$ cat src/rtl/oc_pkg.sv
package oc_pkg;
    localparam int OC_AW = 4;

    localparam logic [OC_AW-1:0] ADR_CTRL  = 4'd0;
    localparam logic [OC_AW-1:0] ADR_PRI   = 4'd1;
    localparam logic [OC_AW-1:0] ADR_SEC   = 4'd2;
    localparam logic [OC_AW-1:0] ADR_TEN   = 4'd3;
    localparam logic [OC_AW-1:0] ADR_PER_A = 4'd4;
    localparam logic [OC_AW-1:0] ADR_PER_B = 4'd5;
    localparam logic [OC_AW-1:0] ADR_CNT_A = 4'd6;
    localparam logic [OC_AW-1:0] ADR_CNT_B = 4'd7;
    localparam logic [OC_AW-1:0] ADR_FCLR  = 4'd8;

    localparam logic [2:0] MODE_ONESHOT = 3'b100;
    localparam logic [2:0] MODE_REPEAT  = 3'b101;

    typedef enum logic [2:0] {
        ST_OFF,
        ST_ARMED,
        ST_HIGH,
        ST_REARM,
        ST_DONE
    } oc_state_e;

    function automatic logic is_pulse_mode(input logic [2:0] m);
        return (m == MODE_ONESHOT) || (m == MODE_REPEAT);
    endfunction
endpackage

$ cat src/rtl/oc_timebase.sv
module oc_timebase #(
    parameter int W   = 16,
    parameter int DIV = 1
) (
    input  logic         clk,
    input  logic         rst_n,
    input  logic         en,
    input  logic [W-1:0] period,
    input  logic         ld,
    input  logic [W-1:0] ld_val,
    output logic [W-1:0] count,
    output logic         tick
);
    localparam int PW = (DIV > 1) ? $clog2(DIV) : 1;

    generate
        if (DIV <= 1) begin : g_nodiv
            assign tick = en;
        end else begin : g_div
            logic [PW-1:0] pre_q;
            always_ff @(posedge clk) begin
                if (!rst_n) begin
                    pre_q <= '0;
                end else if (en) begin
                    if (pre_q == PW'(DIV - 1)) pre_q <= '0;
                    else                       pre_q <= pre_q + 1'b1;
                end
            end
            assign tick = en && (pre_q == PW'(DIV - 1));
        end
    endgenerate

    always_ff @(posedge clk) begin
        if (!rst_n) begin
            count <= '0;
        end else if (ld) begin
            count <= ld_val;
        end else if (tick) begin
            if (count == period) count <= '0;
            else                 count <= count + 1'b1;
        end
    end
endmodule

$ cat src/rtl/oc_host_regs.sv
module oc_host_regs
    import oc_pkg::*;
#(
    parameter int W = 16
) (
    input  logic             clk,
    input  logic             rst_n,
    input  logic             wr_en,
    input  logic [OC_AW-1:0] wr_addr,
    input  logic [W-1:0]     wr_data,
    output logic [2:0]       mode_q,
    output logic             tsel_q,
    output logic             ie_q,
    output logic [W-1:0]     pri_q,
    output logic [W-1:0]     sec_q,
    output logic             en_a_q,
    output logic             en_b_q,
    output logic [W-1:0]     per_a_q,
    output logic [W-1:0]     per_b_q,
    output logic             ld_a,
    output logic             ld_b,
    output logic             ctrl_wr,
    output logic             arm,
    output logic             flag_clr
);
    always_comb begin
        ctrl_wr  = wr_en && (wr_addr == ADR_CTRL);
        arm      = ctrl_wr && is_pulse_mode(wr_data[2:0]);
        ld_a     = wr_en && (wr_addr == ADR_CNT_A);
        ld_b     = wr_en && (wr_addr == ADR_CNT_B);
        flag_clr = wr_en && (wr_addr == ADR_FCLR) && wr_data[0];
    end

    always_ff @(posedge clk) begin
        if (!rst_n) begin
            mode_q  <= 3'b000;
            tsel_q  <= 1'b0;
            ie_q    <= 1'b0;
            pri_q   <= '0;
            sec_q   <= '0;
            en_a_q  <= 1'b0;
            en_b_q  <= 1'b0;
            per_a_q <= '1;
            per_b_q <= '1;
        end else if (wr_en) begin
            unique case (wr_addr)
                ADR_CTRL: begin
                    mode_q <= wr_data[2:0];
                    tsel_q <= wr_data[3];
                    ie_q   <= wr_data[4];
                end
                ADR_PRI:   pri_q   <= wr_data;
                ADR_SEC:   sec_q   <= wr_data;
                ADR_TEN: begin
                    en_a_q <= wr_data[0];
                    en_b_q <= wr_data[1];
                end
                ADR_PER_A: per_a_q <= wr_data;
                ADR_PER_B: per_b_q <= wr_data;
                default: ;
            endcase
        end
    end
endmodule

$ cat src/rtl/oc_channel_fsm.sv
module oc_channel_fsm
    import oc_pkg::*;
#(
    parameter int W = 16
) (
    input  logic         clk,
    input  logic         rst_n,
    input  logic [2:0]   mode_q,
    input  logic         ctrl_wr,
    input  logic         arm,
    input  logic [W-1:0] cnt,
    input  logic [W-1:0] pri,
    input  logic [W-1:0] sec,
    input  logic         flag_clr,
    output oc_state_e    state,
    output logic         pin,
    output logic         flag_q
);
    oc_state_e next_state;
    logic      set_flag;
    logic      repeat_mode;
    logic      pri_hit;
    logic      sec_hit;

    always_comb begin
        repeat_mode = (mode_q == MODE_REPEAT);
        pri_hit     = (cnt == pri);
        sec_hit     = (cnt == sec);
    end

    always_comb begin
        next_state = state;
        set_flag   = 1'b0;
        if (ctrl_wr) begin
            next_state = arm ? ST_ARMED : ST_OFF;
        end else begin
            unique case (state)
                ST_OFF:   next_state = ST_OFF;
                ST_ARMED: begin
                    if (pri_hit) begin
                        if (pri == sec) begin
                            set_flag   = 1'b1;
                            next_state = repeat_mode ? ST_REARM : ST_DONE;
                        end else begin
                            next_state = ST_HIGH;
                        end
                    end
                end
                ST_HIGH: begin
                    if (sec_hit) begin
                        set_flag   = 1'b1;
                        next_state = repeat_mode ? ST_REARM : ST_DONE;
                    end
                end
                ST_REARM: begin
                    if (!sec_hit) next_state = ST_ARMED;
                end
                ST_DONE:  next_state = ST_DONE;
                default:  next_state = ST_OFF;
            endcase
        end
    end

    always_ff @(posedge clk) begin
        if (!rst_n) state <= ST_OFF;
        else        state <= next_state;
    end

    always_comb begin
        pin = (state == ST_HIGH);
    end

    always_ff @(posedge clk) begin
        if (!rst_n)        flag_q <= 1'b0;
        else if (set_flag) flag_q <= 1'b1;
        else if (flag_clr) flag_q <= 1'b0;
    end
endmodule

$ cat src/rtl/oc_pulse_gen.sv
module oc_pulse_gen
    import oc_pkg::*;
#(
    parameter int W   = 16,
    parameter int DIV = 1
) (
    input  logic             clk,
    input  logic             rst_n,
    input  logic             wr_en,
    input  logic [OC_AW-1:0] wr_addr,
    input  logic [W-1:0]     wr_data,
    output logic             pulse_out,
    output logic             irq_out
);
    logic [2:0]   mode_q;
    logic         tsel_q, ie_q;
    logic [W-1:0] pri_q, sec_q, per_a_q, per_b_q;
    logic         en_a_q, en_b_q, ld_a, ld_b;
    logic         ctrl_wr, arm, flag_clr;
    logic [W-1:0] cnt_a, cnt_b, sel_cnt;
    logic         tick_a, tick_b;
    logic         flag_q;
    oc_state_e    fsm_state;

    oc_host_regs #(.W(W)) regs_i (
        .clk(clk), .rst_n(rst_n), .wr_en(wr_en), .wr_addr(wr_addr),
        .wr_data(wr_data), .mode_q(mode_q), .tsel_q(tsel_q), .ie_q(ie_q),
        .pri_q(pri_q), .sec_q(sec_q), .en_a_q(en_a_q), .en_b_q(en_b_q),
        .per_a_q(per_a_q), .per_b_q(per_b_q), .ld_a(ld_a), .ld_b(ld_b),
        .ctrl_wr(ctrl_wr), .arm(arm), .flag_clr(flag_clr)
    );

    oc_timebase #(.W(W), .DIV(DIV)) tb_a_i (
        .clk(clk), .rst_n(rst_n), .en(en_a_q), .period(per_a_q),
        .ld(ld_a), .ld_val(wr_data), .count(cnt_a), .tick(tick_a)
    );

    oc_timebase #(.W(W), .DIV(DIV)) tb_b_i (
        .clk(clk), .rst_n(rst_n), .en(en_b_q), .period(per_b_q),
        .ld(ld_b), .ld_val(wr_data), .count(cnt_b), .tick(tick_b)
    );

    assign sel_cnt = tsel_q ? cnt_b : cnt_a;

    oc_channel_fsm #(.W(W)) fsm_i (
        .clk(clk), .rst_n(rst_n), .mode_q(mode_q), .ctrl_wr(ctrl_wr),
        .arm(arm), .cnt(sel_cnt), .pri(pri_q), .sec(sec_q),
        .flag_clr(flag_clr), .state(fsm_state), .pin(pulse_out),
        .flag_q(flag_q)
    );

    assign irq_out = flag_q && ie_q;

    logic unused_tick_b;
    assign unused_tick_b = tick_b;
endmodule

$ cat config.mk
export PLATFORM = sky130hd
export DESIGN_NAME = oc_pulse_gen
export DESIGN_NICKNAME = d
export VERILOG_FILES = /design/src/rtl/oc_pkg.sv /design/src/rtl/oc_timebase.sv /design/src/rtl/oc_host_regs.sv /design/src/rtl/oc_channel_fsm.sv /design/src/rtl/oc_pulse_gen.sv
export SDC_FILE = /design/constraint.sdc
export NUM_CORES = 1
export LEC_CHECK = 0
export ABC_AREA = 1
export ABC_CLOCK_PERIOD_IN_PS = 2800
export BUFFER_PORTS_ARGS = -buffer_cell sky130_fd_sc_hd__buf_2
export CAP_MARGIN = 20
export CELL_PAD_IN_SITES_DETAIL_PLACEMENT = 0
export CELL_PAD_IN_SITES_GLOBAL_PLACEMENT = 1
export CORE_ASPECT_RATIO = 1.5
export CORE_MARGIN = 2
export CORE_UTILIZATION = 35
export DETAILED_ROUTE_END_ITERATION = 7
export PLACE_DENSITY_LB_ADDON = 0.1
export SYNTH_ARGS = -nofsm -noshare
export SYNTH_HDL_FRONTEND = slang
export SYNTH_SLANG_ARGS = --single-unit
$ cat constraint.sdc
create_clock -name clk -period 2.8 [get_ports clk]
set_input_delay 0.28 -clock clk [delete_from_list [all_inputs] [get_ports clk]]
set_output_delay 0.28 -clock clk [all_outputs]
set_load 0.02 [all_outputs]
# Word-level counts from Yosys, hierarchy flattened
# Index checks and enable logic that the tools add are counted.
# word_totals
ff_bits	107
in_bits	23
out_inout_bits	2
word_cells	79
# op_classes
addsub	2
eq_ne	23
n_mux	22
reduce_logical	19
# op_table
cell	n
$mux W16	7
$eq A16 B16 Y1	5
$add A16 B1 Y16 const B	2
$mux W3	6
$eq A4 B3 Y1 const B	4
$eq A3 B3 Y1 const B	4
$pmux W3 S4	1
$reduce_and A2 Y1	6
$eq A4 B2 Y1 const B	2
$logic_and A1 B1 Y1	7
$mux W1	7
$eq A3 B2 Y1 const B	2
$reduce_bool A2 Y1	3
$eq A4 B1 Y1 const B	1
$eq A4 B4 Y1 const B	1
$logic_not A4 Y1	1
$eq A3 B1 Y1 const B	1
$ne A3 B1 Y1 const B	1
$ne A3 B2 Y1 const B	1
$ne A3 B3 Y1 const B	1
$reduce_and A3 Y1	1
$pmux W1 S2	1
$logic_or A1 B1 Y1	1

# Longest topological paths before layout
# Gate-level depths: netlist of run 1.
# logic_depth
word_depth	6
mapped_depth	16
depth_no_buf	15

# Cells and area by module
# From an unflattened synthesis of run 1, not the netlist that was laid out.
# unflattened
hier_cells	1140
hier_area_um2	6879.1
# by_module_without_submodules
module	instances	cells_per_inst	area_per_inst_um2	seq_area_each_um2
oc_host_regs	1	387	2812.7	1421.4
oc_timebase	2	225	1341.3	320.3
oc_channel_fsm	1	249	1132.3	80.1
oc_pulse_gen	1	54	251.5	0.0

# Worst setup path after synthesis of run 1
# OpenSTA, ideal clock, no wires.
# synth_timing
kind	flip-flop to flip-flop
start	register fsm_i.state[1]
end	register fsm_i.state[1]
setup_ns	0.064
arrival_ns	1.665
t_required_ns	2.736
slack_ns	1.071
stages_incl_launch_ff	11
path_buffers	0
period_less_slack_ns	1.729
path_cell_list	dfxtp_1 inv_1 nor3_1 inv_1 nor2_1 nor2_1 a211oi_1 nand2_1 nand2_1 nand2_1 nor2_1
# synth_between
elab_chain_cells	3
elab_cells_between_ends	10
classes_between	7 x eq/ne; 2 x mux; 1 x reduce/logical
# synth_lines
element	line	rtl
start, declared	oc_channel_fsm.sv:15	output oc_state_e state,
start signal, assigned	oc_channel_fsm.sv:66	else state <= next_state;
$eq A3 B2 Y1 *	-	
via pulse_out	oc_pulse_gen.sv:12	output logic pulse_out,
$pmux W3 S4 / $ne A3 B1 Y1 (equally long branches)	-	
$mux W3 / $reduce_and A3 Y1 (equally long branches)	-	
# The timed path passes the listed nets; every way through them passes the cells marked *.
# A chain may end at the register's enable or synchronous reset.

# Worst setup path in the final report of run 1
# layout_timing
start	register regs_i.tsel_q
end	register fsm_i.state[1]
# layout_between
elab_chain_cells	4
elab_cells_between_ends	7
classes_between	5 x eq/ne; 1 x mux; 1 x reduce/logical
# layout_lines
element	line	rtl
start, declared	oc_host_regs.sv:12	output logic tsel_q,
start signal, assigned	oc_host_regs.sv:49	tsel_q <= wr_data[3];
$mux W16 *	oc_pulse_gen.sv:43	assign sel_cnt = tsel_q ? cnt_b : cnt_a;
$eq A16 B16 Y1 (on tied branches)	oc_channel_fsm.sv:28, oc_channel_fsm.sv:27	
$ne A3 B3 Y1 (no source line) (tied with other cells)	-	
$reduce_and A3 Y1 (no source line) *	-	
# Mark *: on every way between the ends. The rest lies on a longest branch, timed or not.

==> results.md, run 1 <==
* Peak VDD IR at ~0.3 mV
* DR WL met3 at between 700 and 800 um
* Core Rows at just under 60
* Remaining global-route overflow at 0
* Placed cells at between 1000 and 1500
* GP Congestion at around 0.9
* Worst-path clk slew at ~0.07 ns
* Min Tclk post-route at 2.160 ns
* Design area at approximately 0.0068 sq mm
* Highest Signal Layer: met4
* IO buf count at 24
* Clock Skew at 0.006901 ns
* Inserted Diodes at 0
* Hold-fix buffers, CTS at 0
* Synth Area per Inst at about 6.7 sq um
* Final hold violations at 0
* Vias in the first global route at 5787
* Async SR Flop Fraction at 0
* Area leader, netlist: dfxtp_1
* Clk root buf: clkbuf_16
* Met1 wire length at around 9200 um
* Initial Utilization at 0.3574
* Global-route usage over all layers at 0.2216
* Switch Pwr at approximately 860 uW
* Htree depth at 3
* Final non-filler cell total at about 1100
* CTS tree: done
* Hold slack final at ~0.21 ns
* DIE WIDTH at ~110 um
* Max-Cap Viols at 0
* Nets at ~960
* Initial antenna violation count at 0
* Most frequent cell after synthesis: nand2_1
* Synth top area cells: dfxtp_1, nand2_1, inv_1
* Max-slew headroom at 0.3122
* Synth Flop Type: dfxtp_1
* Die ar. at around 0.019 sq mm
* Required time worst endpoint at around 3.1 ns
* Syn Std Cell Area at ~0.0062 sq mm
* Worst skew pair latency at roughly 0.35 ns
* Vias per cell at roughly 5.3
* Via count at roughly 6000
* Worst-case clock buffer depth at 2
* Routed wire per std cell at between 15 and 20 um
* DRC Markers at 0
* Routed Antenna Nets at 0
* CTS resizes at 0
* Post-CTS Setup Inserts at 0
* Highest fanout seen on the critical path at 29
* Syn Nets at between 900 and 1000
* Pwr/cell area at 496.1 mW/mm^2
* Clk pwr share at 0.437
* Outcome: finished clean
* Dpl cell area at roughly 0.0065 sq mm
* Final worst-path cycle share at 0.7714
* Setup Viol. Count Final at 0
* First-pass GRT wire length at ~32000 um
* Sequential cell area fraction in the yosys report at 0.3455
* Cells after synthesis at between 900 and 1000
* TritonCTS Buffers at 9
* Comb pwr share at 0.096
* Yosys reg bits at 107
* Final slew viol count at 0
* DIE HEIGHT at between 150 and 200 um
* CP arrival at about 2.4 ns
* Post-Route WL at roughly 20000 um
* Share of layout cells above drive strength 1 at 0.06731
* Setup crit end kind: register
* Boundary Pins at 25
* Final Core Density at 0.3936
* RSZ-0062 raised after global routing: no
* Switching Share at 0.2535
* Pint at roughly 2.5 mW
* Worst slew pin tran at between 1 and 1.5 ns
* Static Leak at around 2.9 nW
* Fmax at roughly 0.46 GHz
* Share of the synthesized area in the top cell type at 0.3455
* DRT iter0 DRCs at 357
* Yosys cell types at 32
* Yosys Warn Count at 0
* Sequential share of power at 0.467
* Total negative setup slack at 0 ns
* Worst setup SP type: register
* Largest net degree at the start of global routing at 35
* Met2 WL post-DR at between 9000 and 10000 um
* DP Wirelength at 15500 um
* Area grow syn2layout at 10.13%
* Worst min-delay path class: in2reg
* Crit Path Category: reg2reg
* Drt pass-1 iters at 7
* Core area at roughly 0.017 sq mm
* Top cells by count, synth: nand2_1, dfxtp_1, inv_1, a21oi_1, nand3_1
* CTS sink cnt at around 110
* Post-synth EDFFs at 0
cells by family (layout without fill, tap and decap cells):
logic type	count (synthesis)	after routing	share of synthesized area
flops	107	107	0.3455
buf+inv	152	162	0.09869
fa+ha+maj	2	2	0.004036
xor+xnor	56	56	0.07911
compound gates	184	184	0.1683
simple gates	425	425	0.3043
per-stage QoR:
step | worst slack [ns] | power [mW]
floorplan | 1.071 | 1.820
global placement | 0.6452 | 1.941
detailed placement | 0.6084 | 1.944
CTS | 0.6004 | 3.430
global route | 0.3330 | 3.523
finish | 0.6401 | 3.387
placed cells by master, fill, tap and decap left out, types with 6 or more instances in the layout:
cell type	instances
inv_2	6
xnor2_1	42
nor2_1	73
o21ai_0	49
nand2_1	215
buf_2	24
nand3b_1	22
dfxtp_1	107
clkbuf_16	9
inv_1	104
nand4_1	22
o22ai_1	20
a21oi_1	77
nand3_1	75
buf_4	11
nor3_1	8
o211ai_1	32
xor2_1	14
cell type report:
class	instances	area (sq um)
tap	213	266.5
inverter	111	416.7
timing repair buffer	35	202.7
fill	1868	10520
clock inverter	6	113.9
clock buffer	10	229.0
multi-input combinational	667	3457
sequential	107	2142
power by group through the flow:
| stage | registers (mW) | clock network, mW | logic (mW) |
|---|---|---|---|
| after global routing | 1.59 | 1.57 | 0.365 |
| after CTS | 1.58 | 1.52 | 0.326 |
| after global placement | 1.62 | 0 | 0.322 |
| after floorplan | 1.61 | 0 | 0.212 |
| after detailed placement | 1.62 | 0 | 0.325 |
| final | 1.58 | 1.48 | 0.324 |
worst max-delay path: stages (launching register included):
cell and delay (ns):
dfxtp_1 0.32, inv_2 0.35, nand2_1 0.18, nand3_1 0.11
nand2_1 0.06, nor2_1 0.11, nand2_1 0.06, nor2_1 0.36
nand2_1 0.09, nand2_1 0.09, nand3_1 0.10, nand2_1 0.09
nand2_1 0.05, nand2_1 0.05, nor2_1 0.04
final timing paths:
path                          from               end  slack [ns]  cells past startpoint
setup reg to reg     regs_i.tsel_q    fsm_i.state[1]        0.64                     14
hold / removal          wr_data[2]  regs_i.mode_q[2]        0.21                      3
hold reg to reg   regs_i.mode_q[0]  regs_i.mode_q[0]        0.47                      2
setup / recovery     regs_i.tsel_q    fsm_i.state[1]        0.64                     14
per-layer routing:
metal | vias to the layer above | global-route usage
li1 | 3070 | -
met1 | 2865 | 0.2914
met4 | 0 | 0.1119
met3 | 36 | 0.02656
met2 | 133 | 0.3559
met5 | - | 0
registers in the layout (all words and copies together), names as in the netlist:
register and cells:
regs_i.tsel_q 1, regs_i.sec_q 16, fsm_i.state 3, fsm_i.flag_q 1, tb_a_i.count 16, regs_i.en_a_q 1, tb_b_i.count 16, regs_i.mode_q 3
regs_i.en_b_q 1, regs_i.per_b_q 16, regs_i.pri_q 16, regs_i.per_a_q 16, regs_i.ie_q 1
(Power assumes the default switching activity.)
==> run 2: changes to the inputs <==
--- a/config.mk
+++ b/config.mk
@@ -5,8 +5,8 @@
 export SDC_FILE = /design/constraint.sdc
 export NUM_CORES = 1
 export LEC_CHECK = 0
-export ABC_AREA = 1
-export ABC_CLOCK_PERIOD_IN_PS = 2800
+export ABC_AREA = 0
+export ABC_CLOCK_PERIOD_IN_PS = 1930
 export BUFFER_PORTS_ARGS = -buffer_cell sky130_fd_sc_hd__buf_2
 export CAP_MARGIN = 20
 export CELL_PAD_IN_SITES_DETAIL_PLACEMENT = 0
==> constraint.sdc (replaced) <==
create_clock -name clk -period 1.93 [get_ports clk]
set_input_delay 0.193 -clock clk [delete_from_list [all_inputs] [get_ports clk]]
set_output_delay 0.193 -clock clk [all_outputs]
set_load 0.02 [all_outputs]
==> run 2 against run 1 <==
- the run now ends with setup timing left
- synthesized cell count shrank 24%
- design area up 9.7%
- die area fell by 5.2%
- sequential cell count unchanged
- critical path depth shrank 5
- maximum frequency decreased by 1.8%
- sequential power up 45%
- critical path type unchanged
- highest routed layer unchanged
==> results.md, run 2 <==
* Sequential share of power at 0.480
* Crit Path Category: reg2reg
* Routed Antenna Nets at 0
* Htree depth at 3
* Pwr/cell area at roughly 640 mW/mm^2
* Cells after synthesis at between 700 and 800
* Yosys cell types at 51
* Sequential cell area fraction in the yosys report at 0.3652
* Switch Pwr at between 1 and 1.5 mW
* Cell family with most CP delay: simple AND/OR/NAND/NOR gates
* Peak VDD IR at roughly 0.4 mV
* Fmax at 0.4547 GHz
* First-pass GRT wire length at 32090 um
* Required time worst endpoint at between 2 and 2.5 ns
* Dpl cell area at roughly 0.0068 sq mm
* Hold-fix buffers, CTS at 0
* Xor/xnor share of the synthesized area at 0.1581
* TritonCTS Buffers at 9
* CP arrival at 2.46 ns
* IO buf count at 24
* Post-Route WL at between 20000 and 25000 um
* Area grow syn2layout at 27.73%
* Final worst slack at -0.2693 ns
* Most used cell, CP: buf_12
* Post-synthesis compound-gate area fraction at 0.1049
* Core Rows at between 50 and 60
* DIE WIDTH at 109.7 um
* Switching Share at 0.2687
* Die ar. at approximately 0.018 sq mm
* Comb pwr share at 0.115
* Share of layout cells above drive strength 1 at 0.2587
* DIE HEIGHT at roughly 160 um
* Initial Utilization at 0.3530
* Final Core Density at 0.4508
* Post-synth EDFFs at 0
* Routed wire per std cell at ~21 um
* Synth Flop Type: dfxtp_1
* Syn Std Cell Area at between 0.005 and 0.006 sq mm
* Core area at between 0.015 and 0.02 sq mm
* Failing checks: setup timing
* Post-synthesis share of cell area spent on and, or, nand and nor gates at 0.2739
* Post-Synth Adder-Cell Area at 0.004266
* Syn Nets at 733
* Static Leak at 2.878 nW
* Reg2reg end: fsm_i.state[0]
* Share of the synthesized area in the top cell type at 0.3652
* Most frequent cell after synthesis: nand2_1
* Worst setup path startpoint: regs_i.tsel_q
* Final hold violations at 0
* CP max stage delay at around 0.38 ns
* Clk root buf: clkbuf_16
* Inserted Diodes at 0
* Pint at around 3.5 mW
* CP Cell Sequence: buf_12 > buf_12 > mux2i_4 > xnor2_1 > nor4_1 > nand4_1 > buf_6 > and3_4 > o211a_1
* CTS tree: done
* Stages on the worst setup path at 9
* Via count at between 5000 and 6000
* GP Congestion at approximately 0.9
* Synth top area cells: dfxtp_1, xnor2_1, nand2_1
* Synth Area per Inst at between 8 and 9 sq um
* Yosys Warn Count at 0
* Commonest non-fill, non-tap cell in the layout: nand2_1
* Boundary Pins at 25
* Global-route usage over all layers at 0.2495
* Setup crit end kind: register
* Remaining global-route overflow at 0
* Vias in the first global route at about 5500
* Largest net degree at the start of global routing at 40
* Drt pass-1 iters at 5
* RSZ-0062 raised after global routing: yes
* Worst path buffer plus inverter count at 3
* Worst slew pin tran at about 0.70 ns
* Clk pwr share at 0.405
* Most frequent cells in the layout: nand2_1, buf_4, dfxtp_1
* Top cells by count, synth: nand2_1, dfxtp_1, xnor2_1, nand3_1, clkbuf_1
* Area leader, netlist: dfxtp_1
* Setup Viol. Count Final at 4
* Final slew viol count at 0
* Max-Cap Viols at 0
* R2R Path Start: regs_i.tsel_q
* CTS sink cnt at 107
* Mux cell area share after synthesis at 0.06015
* Worst setup SP type: register
* Initial antenna violation count at 0
* R2R Setup Slk at -0.27 ns
* Slowest cell on crit path: dfxtp_4
* Largest family of logic cells by synthesized area: simple AND/OR/NAND/NOR gates
* Yosys reg bits at around 110
* Max-slew headroom at 0.5314
* Worst-path clk slew at ~0.080 ns
* Min Tclk post-route at about 2.2 ns
* Async SR Flop Fraction at 0
* Worst-case clock buffer depth at 2
* Fillcell total at between 1500 and 2000
* Vias per cell at between 5 and 6
* Worst min-delay path class: in2reg
* DRT iter0 DRCs at roughly 350
* Critical path endpoint: fsm_i.state[0]
* Cells on worst reg2reg path at 9
* Final worst-path cycle share at 1.140
* Outcome: finished, violations left
* DRC Markers at 0
* Highest fanout seen on the critical path at 8
* Clock Skew at between 0.005 and 0.006 ns
* DP Wirelength at 15660 um
* Design area at around 0.0075 sq mm
* Nets at 824
* Worst skew pair latency at between 0.3 and 0.4 ns
run 2: changes by cell type after synthesis, sizes merged, moves of 41 or more:
cell / previous run / this run
inv: 110 / 7
nand2: 215 / 150
a21oi: 77 / 21
nor2: 74 / 30
xnor2: 42 / 84
o21ai: 49 / 8
run 2: area by class of cell:
type | count | area [sq um] | area share
repair buffers | 118 | 929.6 | 0.1241
clock inverters | 7 | 78.83 | 0.01052
well taps | 210 | 262.8 | 0.03507
flip-flops and latches | 107 | 2183 | 0.2914
multi-input cells | 555 | 3782 | 0.5048
clock buffers | 9 | 225.2 | 0.03006
inverters | 8 | 30.03 | 0.004008
run 2: worst min path at each step:
stage,from,endpoint,slack [ns],cells after the start
CTS,wr_data[7],regs_i.pri_q[7],0.16,3
finish,wr_data[7],regs_i.pri_q[7],0.18,3
detailed placement,regs_i.per_a_q[2],regs_i.per_a_q[2],0.48,2
global route,wr_data[5],regs_i.pri_q[5],0.17,3
floorplan,wr_data[10],regs_i.per_a_q[10],0.32,2
global placement,regs_i.mode_q[1],regs_i.mode_q[1],0.47,2
run 2: power groups by stage:
stage                     combinational (mW)  sequential, mW  clock [mW]
final                                  0.550            2.29        1.93
after global routing                   0.589            2.30        2.09
after floorplan                        0.251            2.33           0
after detailed placement               0.512            2.34           0
after CTS                              0.525            2.29        2.00
after global placement                 0.508            2.35           0
run 2: what timing repair did:
action | CTS | global route
endpoints found under the hold margin | 0 | 0
pin swaps | 5 | 15
setup endpoints to repair | 18 | 28
gates resized for setup | 23 | 49
setup buffers | 4 | 5
cloned | 0 | 1
run 2: tightest hold or removal path, stage by stage:
cell     delay [ns]
buf_2          0.17
nand2_1        0.08
a21oi_1        0.06
run 2: layer usage:
| layer | vias to the layer above | part of all wire | track usage | wire (um) |
|---|---|---|---|---|
| met5 | - | 0 | 0 | 0 |
| met4 | 0 | 0.044 | 0.1122 | 937 |
| met3 | 38 | 0.037 | 0.04042 | 784 |
| met2 | 131 | 0.50 | 0.4237 | 10720 |
| met1 | 2588 | 0.42 | 0.3052 | 8885 |
| li1 | 2613 | - | - | - |
run 2: kinds of logic (layout without fill, tap and decap cells):
family / count (synthesis) / after routing
multiplexers: 26 / 26
flip-flops: 107 / 107
adder cells (fa/ha/maj): 2 / 2
buffers and inverters: 46 / 142
AND/OR/NAND/NOR: 333 / 333
AO/OA/AOI/OAI: 89 / 89
XOR/XNOR: 105 / 105
run 2: through the flow:
stage / instances / hold slack (ns) / TNS, ns / worst slack (ns) / power, mW
after global placement: 989 / 0.4721 / -1.983 / -0.3197 / 2.854
after global routing: 1014 / 0.1711 / -1.610 / -0.3612 / 4.978
final: 1014 / 0.1774 / -0.9449 / -0.2693 / 4.777
after floorplan: 708 / 0.3170 / -0.002700 / -0.002700 / 2.585
after CTS: 1009 / 0.1603 / -1.109 / -0.2963 / 4.817
after detailed placement: 989 / 0.4752 / -1.857 / -0.3429 / 2.856
==> run 3: changes to the inputs <==
--- a/config.mk
+++ b/config.mk
@@ -15,7 +15,9 @@
 export CORE_MARGIN = 2
 export CORE_UTILIZATION = 35
 export DETAILED_ROUTE_END_ITERATION = 7
-export PLACE_DENSITY_LB_ADDON = 0.1
+export PLACE_DENSITY = 0.63
+export RECOVER_POWER = 25
+export SKIP_LAST_GASP = 1
 export SYNTH_ARGS = -nofsm -noshare
 export SYNTH_HDL_FRONTEND = slang
 export SYNTH_SLANG_ARGS = --single-unit
==> run 3 against run 2 <==
- the run still ends with setup timing left
- largest power group unchanged
- core utilization is 1.1 points higher
- critical path depth is 2 lower
- clock power rose by 13%
- global-route usage decreased by 0.54 points
- highest routed layer unchanged
==> results.md, run 3 (synthesis results as in run 2) <==
* Hold-fix buffers, CTS at 0
* Drt pass-1 iters at 4
* Worst-case clock buffer depth at 2
* Final slew viol count at 0
* DRT iter0 DRCs at 291
* Routed Antenna Nets at 0
* R2R Setup Slk at -0.16 ns
* Vias per cell at between 5 and 6
* CTS tree: done
* Highest fanout seen on the critical path at 4
* Crit Path Category: reg2reg
* Initial Utilization at 0.3530
* Dpl cell area at ~0.0067 sq mm
* Worst skew pair latency at ~0.36 ns
* Vias in the first global route at around 5400
* Boundary Pins at 25
* Worst setup SP type: register
* Inserted Diodes at 0
* Routed wire per std cell at between 20 and 25 um
* Peak VDD IR at just under 0.5 mV
* Most frequent cells in the layout: nand2_1, dfxtp_1, buf_4
* DIE WIDTH at ~110 um
* Worst-path clk slew at ~0.070 ns
* First-pass GRT wire length at around 32000 um
* IO buf count at 24
* Switch Pwr at ~1.3 mW
* Global-route usage over all layers at 0.2442
* Clk root buf: clkbuf_16
* Final hold violations at 0
* Post-Route WL at about 21000 um
* Initial antenna violation count at 0
* Worst min-delay path class: in2reg
* Share of layout cells above drive strength 1 at 0.2738
* CP arrival at 2.35 ns
* Htree depth at 3
* Worst slew pin tran at 1.010 ns
* Static Leak at between 2 and 3 nW
* Pint at about 3.8 mW
* Core area at about 0.017 sq mm
* DIE HEIGHT at 162.6 um
* Via count at between 5000 and 6000
* Fillcell total at between 1500 and 2000
* Remaining global-route overflow at 0
* Outcome: finished, violations left
* Largest net degree at the start of global routing at 28
* CTS sink cnt at about 110
* Clock Skew at 0.003638 ns
* DP Wirelength at ~16000 um
* Flip-flop and latch area at approximately 0.0022 sq mm
* Clk pwr share at 0.436
* Final Core Density at 0.4619
* Failing checks: setup timing
* Final worst slack at -0.1605 ns
* Final Total Pwr at approximately 5.0 mW
* Area grow syn2layout at 30.87%
* Fmax at approximately 0.48 GHz
* Multi-input gate area in the final layout at ~0.0039 sq mm
* Setup Viol. Count Final at 4
* Max-Cap Viols at 0
* Setup crit end kind: register
* Die ar. at 0.01783 sq mm
* Final worst-path cycle share at 1.083
* Required time worst endpoint at 2.19 ns
* Design area at roughly 0.0077 sq mm
* TritonCTS Buffers at 9
* Core Rows at a little under 60
* Hold slack final at roughly 0.16 ns
* Nets at 820
* Switching Share at 0.2506
* Commonest non-fill, non-tap cell in the layout: nand2_1
* Comb pwr share at 0.106
* RSZ-0062 raised after global routing: yes
* Pwr/cell area at roughly 650 mW/mm^2
* DRC Markers at 0
* Sequential share of power at 0.458
* Max-slew headroom at 0.3269
* Min Tclk post-route at 2.090 ns
* GP Congestion at 0.9271
## run 3: cell types whose count changed in the layout (fill, tap and decap cells not counted), sizes merged
cell / delta
clkinv: -2
buf: -7
inv: +1
clkinvlp: -1
clkbuf: +3
bufinv: +2
## run 3: repair_timing
| item | in CTS | in global routing |
|---|---|---|
| pin swaps | 11 | 20 |
| endpoints found under the setup margin | 9 | 32 |
| cloned | 1 | 1 |
| buffers inserted | 4 | 11 |
| resized for setup | 41 | 70 |
## run 3: layer usage
layer / global-route usage / share of wire / up-vias
met5: 0 / 0 / -
met4: 0.07020 / 0.025 / 0
met3: 0.02841 / 0.027 / 27
met2: 0.4604 / 0.55 / 100
met1: 0.2821 / 0.40 / 2579
li1: - / - / 2611
## run 3: path summary, 6_finish.rpt
path,from,end,cells after the start
worst max-delay path,regs_i.tsel_q,fsm_i.state[2],7
worst min-delay path,wr_data[6],regs_i.pri_q[6],3
worst max register to register,regs_i.tsel_q,fsm_i.state[2],7
worst min register to register,regs_i.per_b_q[9],regs_i.per_b_q[9],2
## run 3: final cells by class
cell class / instances / area share
Multi-Input combinational cell: 555 / 0.5144
Clock buffer: 9 / 0.02934
Inverter: 8 / 0.003912
Sequential cell: 107 / 0.2848
Timing Repair Buffer: 114 / 0.1170
Tap cell: 210 / 0.03423
Clock inverter: 7 / 0.01630
## run 3: critical path, cell delays in order (launching register included)
cell     delay (ns)
dfxtp_4        0.41
buf_16         0.14
mux2i_4        0.24
xnor2_1        0.11
nor4_2         0.35
nand4_1        0.23
mux2_4         0.36
and3_4         0.15
## run 3: stage by stage
stage               instances  setup TNS [ns]  worst slack, ns
global route             1010          -1.387          -0.2432
floorplan                 708       -0.002700        -0.002700
detailed placement        977         -0.9943          -0.2956
global placement          977         -0.8831          -0.2531
CTS                       998         -0.5525          -0.1789
finish                   1010         -0.4681          -0.1605
## run 3: power by group through the flow
stage	Combinational (mW)	Sequential, mW	Clock (mW)
finish	0.532	2.29	2.19
global route	0.571	2.30	2.30
CTS	0.499	2.29	2.23
detailed placement	0.478	2.35	0
global placement	0.472	2.34	0
floorplan	0.251	2.33	0
